===== src/rtl/can_rx_pkg.sv =====
package can_rx_pkg;

   // CPU-visible register selects
   typedef enum logic [2:0] {
      RA_DATA_ODD  = 3'd0,
      RA_DATA_EVEN = 3'd1,
      RA_ID_LO     = 3'd2,
      RA_ID_HI     = 3'd3,
      RA_STAT      = 3'd4
   } rx_addr_e;

   localparam int ST_RDY_BIT = 0;
   localparam int ST_OVR_BIT = 1;

   // Byte-slot steering produced by the sequencer
   typedef struct packed {
      logic wr_odd;
      logic wr_even;
      logic pair_done;
   } rx_slot_t;

endpackage


===== src/rtl/can_rx_filter.sv =====
module can_rx_filter #(
   parameter int FILT_W = 7
) (
   input  logic [FILT_W-1:0] id_upper,
   input  logic [FILT_W-1:0] filt,
   input  logic              accept_all,
   output logic              hit
);
   logic [FILT_W-1:0] diff;

   for (genvar g = 0; g < FILT_W; g++) begin : g_cmp
      assign diff[g] = id_upper[g] ^ filt[g];
   end

   assign hit = accept_all | ~(|diff);
endmodule


===== src/rtl/can_rx_seq.sv =====
module can_rx_seq
   import can_rx_pkg::*;
#(
   parameter int DLC_W          = 4,
   parameter int MAX_BYTES      = 8,
   parameter bit ODD_TAIL_READY = 1'b1
) (
   input  logic             clk,
   input  logic             rst_n,
   input  logic             hdr_vld,
   input  logic             hdr_ok,
   input  logic [DLC_W-1:0] hdr_dlc,
   input  logic             byte_vld,
   output rx_slot_t         slot
);
   localparam int CNT_W = $clog2(MAX_BYTES + 1);

   logic             active_q;
   logic [CNT_W-1:0] idx_q, len_q, len_d, idx_nxt;
   logic             take, last;

   always_comb begin
      if (int'(hdr_dlc) > MAX_BYTES) len_d = CNT_W'(MAX_BYTES);
      else                           len_d = CNT_W'(hdr_dlc);
   end

   assign take    = byte_vld & ~hdr_vld & active_q;
   assign idx_nxt = idx_q + CNT_W'(1);
   assign last    = (idx_nxt == len_q);

   assign slot.wr_odd  = take & ~idx_q[0];
   assign slot.wr_even = take &  idx_q[0];

   if (ODD_TAIL_READY) begin : g_tail
      assign slot.pair_done = slot.wr_even | (slot.wr_odd & last);
   end else begin : g_even_only
      assign slot.pair_done = slot.wr_even;
   end

   always_ff @(posedge clk) begin
      if (!rst_n) begin
         active_q <= 1'b0;
         idx_q    <= '0;
         len_q    <= '0;
      end else if (hdr_vld) begin
         active_q <= hdr_ok && (len_d != '0);
         idx_q    <= '0;
         len_q    <= len_d;
      end else if (take) begin
         idx_q <= idx_nxt;
         if (last) active_q <= 1'b0;
      end
   end
endmodule


===== src/rtl/can_rx_regs.sv =====
module can_rx_regs
   import can_rx_pkg::*;
#(
   parameter int ID_W   = 11,
   parameter int FILT_W = 7,
   parameter int DLC_W  = 4,
   parameter int BYTE_W = 8
) (
   input  logic              clk,
   input  logic              rst_n,
   input  logic              cfg_we,
   input  logic [FILT_W-1:0] cfg_filter,
   input  logic              cfg_accept_all,
   input  logic              hdr_load,
   input  logic [ID_W-1:0]   hdr_id,
   input  logic [DLC_W-1:0]  hdr_dlc,
   input  rx_slot_t          slot,
   input  logic [BYTE_W-1:0] byte_data,
   input  logic              rd_en,
   input  logic [2:0]        rd_addr,
   output logic [BYTE_W-1:0] rd_data,
   output logic              rdy_q,
   output logic              ovr_q,
   output logic [FILT_W-1:0] filt_q,
   output logic              aa_q,
   output logic [BYTE_W-1:0] idlo_q,
   output logic [BYTE_W-1:0] idhi_q
);
   localparam int LO_W  = ID_W - FILT_W;
   localparam int PAD_W = BYTE_W - FILT_W;

   logic [BYTE_W-1:0] d_odd_q, d_even_q, stat;
   logic              clr_rdy, clr_ovr;

   assign clr_rdy = rd_en && (rd_addr == RA_DATA_EVEN);
   assign clr_ovr = rd_en && (rd_addr == RA_STAT);

   always_ff @(posedge clk) begin
      if (!rst_n) begin
         filt_q <= '0;
         aa_q   <= 1'b0;
      end else if (cfg_we) begin
         filt_q <= cfg_filter;
         aa_q   <= cfg_accept_all;
      end
   end

   always_ff @(posedge clk) begin
      if (!rst_n) begin
         idlo_q <= '0;
         idhi_q <= '0;
      end else if (hdr_load) begin
         idlo_q <= {hdr_id[LO_W-1:0], hdr_dlc};
         idhi_q <= {{PAD_W{1'b0}}, hdr_id[ID_W-1 -: FILT_W]};
      end
   end

   always_ff @(posedge clk) begin
      if (!rst_n) begin
         d_odd_q  <= '0;
         d_even_q <= '0;
      end else begin
         if (slot.wr_odd)  d_odd_q  <= byte_data;
         if (slot.wr_even) d_even_q <= byte_data;
      end
   end

   always_ff @(posedge clk) begin
      if (!rst_n) begin
         rdy_q <= 1'b0;
         ovr_q <= 1'b0;
      end else begin
         rdy_q <= slot.pair_done | (rdy_q & ~clr_rdy);
         ovr_q <= (slot.pair_done & rdy_q & ~clr_rdy) | (ovr_q & ~clr_ovr);
      end
   end

   always_comb begin
      stat             = '0;
      stat[ST_RDY_BIT] = rdy_q;
      stat[ST_OVR_BIT] = ovr_q;
   end

   always_comb begin
      case (rx_addr_e'(rd_addr))
         RA_DATA_ODD:  rd_data = d_odd_q;
         RA_DATA_EVEN: rd_data = d_even_q;
         RA_ID_LO:     rd_data = idlo_q;
         RA_ID_HI:     rd_data = idhi_q;
         RA_STAT:      rd_data = stat;
         default:      rd_data = '0;
      endcase
   end
endmodule


===== src/rtl/can_rx_accept.sv =====
module can_rx_accept
   import can_rx_pkg::*;
#(
   parameter int ID_W           = 11,
   parameter int FILT_W         = 7,
   parameter int DLC_W          = 4,
   parameter int BYTE_W         = 8,
   parameter int MAX_BYTES      = 8,
   parameter bit ODD_TAIL_READY = 1'b1
) (
   input  logic              clk,
   input  logic              rst_n,
   input  logic              cfg_we,
   input  logic [FILT_W-1:0] cfg_filter,
   input  logic              cfg_accept_all,
   input  logic              hdr_vld,
   input  logic [ID_W-1:0]   hdr_id,
   input  logic [DLC_W-1:0]  hdr_dlc,
   input  logic              byte_vld,
   input  logic [BYTE_W-1:0] byte_data,
   input  logic              rd_en,
   input  logic [2:0]        rd_addr,
   output logic [BYTE_W-1:0] rd_data,
   output logic              byte_rdy
);
   if (FILT_W >= ID_W) begin : g_bad_filt
      $error("filter must cover fewer bits than the identifier");
   end
   if (ID_W - FILT_W + DLC_W != BYTE_W) begin : g_bad_lo
      $error("low identifier bits plus length code must fill one byte");
   end
   if (FILT_W >= BYTE_W) begin : g_bad_hi
      $error("upper identifier field must fit in one byte");
   end
   if (MAX_BYTES < 1 || MAX_BYTES >= (1 << DLC_W)) begin : g_bad_max
      $error("byte limit must be reachable by the length code");
   end

   logic              hit, hdr_load;
   rx_slot_t          slot;
   logic              rdy_q, ovr_q, aa_q;
   logic [FILT_W-1:0] filt_q;
   logic [BYTE_W-1:0] idlo_q, idhi_q;

   can_rx_filter #(.FILT_W(FILT_W)) u_filt (
      .id_upper   (hdr_id[ID_W-1 -: FILT_W]),
      .filt       (filt_q),
      .accept_all (aa_q),
      .hit        (hit)
   );

   assign hdr_load = hdr_vld & hit;

   can_rx_seq #(
      .DLC_W(DLC_W), .MAX_BYTES(MAX_BYTES), .ODD_TAIL_READY(ODD_TAIL_READY)
   ) u_seq (
      .clk      (clk),
      .rst_n    (rst_n),
      .hdr_vld  (hdr_vld),
      .hdr_ok   (hit),
      .hdr_dlc  (hdr_dlc),
      .byte_vld (byte_vld),
      .slot     (slot)
   );

   can_rx_regs #(
      .ID_W(ID_W), .FILT_W(FILT_W), .DLC_W(DLC_W), .BYTE_W(BYTE_W)
   ) u_regs (
      .clk            (clk),
      .rst_n          (rst_n),
      .cfg_we         (cfg_we),
      .cfg_filter     (cfg_filter),
      .cfg_accept_all (cfg_accept_all),
      .hdr_load       (hdr_load),
      .hdr_id         (hdr_id),
      .hdr_dlc        (hdr_dlc),
      .slot           (slot),
      .byte_data      (byte_data),
      .rd_en          (rd_en),
      .rd_addr        (rd_addr),
      .rd_data        (rd_data),
      .rdy_q          (rdy_q),
      .ovr_q          (ovr_q),
      .filt_q         (filt_q),
      .aa_q           (aa_q),
      .idlo_q         (idlo_q),
      .idhi_q         (idhi_q)
   );

   assign byte_rdy = rdy_q;
endmodule


===== config.mk =====
export PLATFORM = sky130hd
export DESIGN_NAME = can_rx_accept
export DESIGN_NICKNAME = d
export VERILOG_FILES = /design/src/rtl/can_rx_pkg.sv /design/src/rtl/can_rx_filter.sv /design/src/rtl/can_rx_seq.sv /design/src/rtl/can_rx_regs.sv /design/src/rtl/can_rx_accept.sv
export SDC_FILE = /design/constraint.sdc
export NUM_CORES = 1
export LEC_CHECK = 0
export ABC_AREA = 1
export ABC_CLOCK_PERIOD_IN_PS = 1900
export BUFFER_PORTS_ARGS = -buffer_cell sky130_fd_sc_hd__clkbuf_2
export CORE_MARGIN = 5
export CORE_UTILIZATION = 54
export CTS_CLUSTER_DIAMETER = 50
export DETAILED_ROUTE_END_ITERATION = 16
export GPL_TIMING_DRIVEN = 1
export PLACE_DENSITY = 0.85
export SLEW_MARGIN = 20
export SYNTH_ARGS = -nofsm -noshare
export SYNTH_HDL_FRONTEND = slang
export SYNTH_HIERARCHICAL = 1
export SYNTH_SLANG_ARGS = --single-unit

===== constraint.sdc =====
create_clock -name clk -period 1.9 [get_ports clk]
set_input_delay 0.095 -clock clk [delete_from_list [all_inputs] [get_ports clk]]
set_output_delay 0.095 -clock clk [all_outputs]
set_load 0.005 [all_outputs]

==> results.env <==
STATUS='complete, no violations'
LEADING_CELL_TYPES_IN_THE_LAYOUT_FILL_AND_TAPS_EXCLUDED='84 x sky130_fd_sc_hd__nor2_1, 63 x sky130_fd_sc_hd__nand2_1, 50 x sky130_fd_sc_hd__dfxtp_1, 48 x sky130_fd_sc_hd__clkbuf_2, 45 x sky130_fd_sc_hd__o21ai_0'
REPORT.FINAL.SETUP_VIOL=0
FLOP_TO_FLOP_SETUP_SLACK_NS=0.24
END_KIND='flip-flop'
SETUP_TNS_NS=0
CRITICAL_PATH_DATA_REQUIRED_TIME_NS=2.14
POST-CTS-SETUP-BUFFER-COUNT=0
TOTALWIRELENGTH_UM=5540
MAPPEDNETLISTNETS=396
HPWL_UM=4120
AVGROUTEDWIREPERCELL_UM=12.1
CLK_PIN_SLEW_NS=0.09
TIMING.FINAL.MAX_SLEW_VIOLATIONS=0
TRITONCTS='built'
MIN_PERIOD_OVER_PERIOD_PCT=87.6
CP_SLOWEST_CELL='sky130_fd_sc_hd__dfxtp_1'
NETLIST_INSTANCES=355
H_TREE_LVL_COUNT=2
FINAL.SETUP_SKEW_NS=0.0102
FIRST_GLOBAL_VIAS=2194
LEAKAGEPOWER_nW=1.32
PROPORTION_OF_LAYOUT_CELLS_WITH_A_DRIVE_SUFFIX_ABOVE_1_PCT=18.0
GRT_OVERFLOW_TOTAL=0
GP_CONGESTION=0.852
AREA_GROWTH_PCT=16.0
POST_CTS_RESIZED=0
DIE_X_UM=76.4
NUM-NETS-FINAL=445
DETAILROUTE.VIA_COUNT=2320
START_UTIL_PCT=55.0
CTS_ROOT_BUF='sky130_fd_sc_hd__clkbuf_8'
GRT.TOTAL_USAGE_PCT=19.8
DRV.MAX_CAP_VIOLATION_COUNT=0
ROUTE.ANTENNA.REMAINING_NETS=0
CRITPATHMAXSTAGEDELAY_NS=0.46
POWERDENSITY_mW_PER_MM2=718
RSZ0062_AT_GRT='no'
WORST_IR_DROP_VDD_mV=0.430
GRT_ANTENNA_BEFORE_REPAIR=0
DRT_PASS1_ITERATIONS=5
CRIT_FANOUT=7
FINAL_HOLD_VIOLATION_COUNT=0
YOSYSWARNINGS=6
FINAL_PERIOD_MINUS_WORST_SETUP_SLACK_NS=1.66
WORST_PIN_SLEW_NS=0.374
DIEAREA_MM2=0.00583
SETUP.WORST_PATH.CLASS='reg -> reg'
COREAREA_MM2=0.00432
ANTENNA_CELLS=0
DIE_HEIGHT_UM=76.4
GRT_MAX_DEGREE=45
IOPINCOUNT=49
ROWS=24
CLOCK_SINKS=50
IO_BUFFERS=48
CRITPATHARRIVALTIME_NS=1.90
TIMING.CRITICAL_PATH.MODE_CELL='sky130_fd_sc_hd__nand2_1'
TOTAL_POWER_mW=1.98
STARTPOINT_TYPE='flip-flop'
CTS_HOLD_REPAIR.BUFFERS=0
DETAIL_ROUTE.VIAS_PER_CELL=5.08
CLOCK_PATH_BUFFERS=2
ROUTE.DETAILED.DRC=0
AVERAGE_FOOTPRINT_OF_A_SYNTHESIZED_CELL_UM2=6.70
CLOCK_LATENCY_NS=0.31
HOLDCRITPATHCLASS='in -> reg'
TIMING.CRITICAL_PATH.CELLS='ha_1, xnor2_1, nand3_1, nor2_1, nand2_1, o21ai_0, nand2_1, inv_1, nand2_1, a21oi_1'
MAX_FREQ_MHz=601
TIMING.SLEW.HEADROOM_PCT=75.0
SYN_AREA_MM2=0.00238
DRT_ITER0_DRC=149
CTS_BUFFERS=5
MOST_FREQUENT_STANDARD_CELL_IN_THE_LAYOUT_EXCLUDING_FILL_AND_TAP_CELLS='sky130_fd_sc_hd__nor2_1'
WIRE_LENGTH_OF_THE_FIRST_GLOBAL_ROUTING_PASS_UM=9650
[state kept, by name (all words and copies together), names as in the netlist]
register / cells
u_regs/ovr_q: 1
u_seq/idx_q: 4
u_regs/idhi_q: 7
u_regs/filt_q: 7
u_regs/d_even_q: 8
u_regs/d_odd_q: 8
u_regs/idlo_q: 8
u_regs/aa_q: 1
u_seq/len_q: 4
u_regs/rdy_q: 1
u_seq/active_q: 1
[layer usage]
layer,track usage [%],share of wire (%),vias to the layer above
li1,-,-,1217
met1,25.7,45,1027
met2,33.2,48,68
met3,4.14,5.6,8
met4,5.24,1.3,0
met5,0,0,-
[where the power goes]
group          total [mW]  switching, mW  internal, mW
combinational       0.216          0.133        0.0824
sequential           1.11         0.0203          1.09
clock               0.658          0.356         0.301
[worst paths after layout]
kind	from	endpoint	cells past startpoint
worst min register to register	u_regs/d_even_q[5]	u_regs/d_even_q[5]	2
worst max register to register	u_seq/idx_q[0]	u_regs/ovr_q	10
worst min-delay path	hdr_id[2]	u_regs/idlo_q[6]	3
worst max-delay path	u_seq/idx_q[0]	u_regs/ovr_q	10
[metrics by stage]
| step | std cells | area (um^2) | setup WS (ns) | hold WS (ns) | utilization, % |
|---|---|---|---|---|---|
| 2_1_floorplan | 355 | 2380 | 0.471 | 0.230 | - |
| 3_3_place_gp | 449 | 2660 | 0.379 | 0.317 | 61.6 |
| 3_5_place_dp | 449 | 2660 | 0.250 | 0.325 | 61.6 |
| 4_1_cts | 457 | 2760 | 0.231 | 0.00325 | 63.8 |
| 5_1_grt | 457 | 2760 | 0.0921 | 0.0177 | 63.8 |
| 6_report | 457 | 2760 | 0.236 | 0.00667 | 63.8 |
[worst max-delay path, delay by kind of cell (launching register included)]
| family | cells | cell delay (ns) |
|---|---|---|
| flops | 1 | 0.46 |
| compound gates | 2 | 0.24 |
| xor+xnor | 1 | 0.16 |
| fa+ha+maj | 1 | 0.30 |
| simple gates | 5 | 0.38 |
| buf+inv | 1 | 0.05 |
[layout make-up]
type	instances	area (um^2)
inverter	48	188
clock buffer	7	86.3
fill	397	1570
tap	52	65.1
multi-input combinational	248	1150
clock inverter	1	8.76
sequential	50	1000
timing repair buffer	51	263
Power figures use the tool's default switching activity.
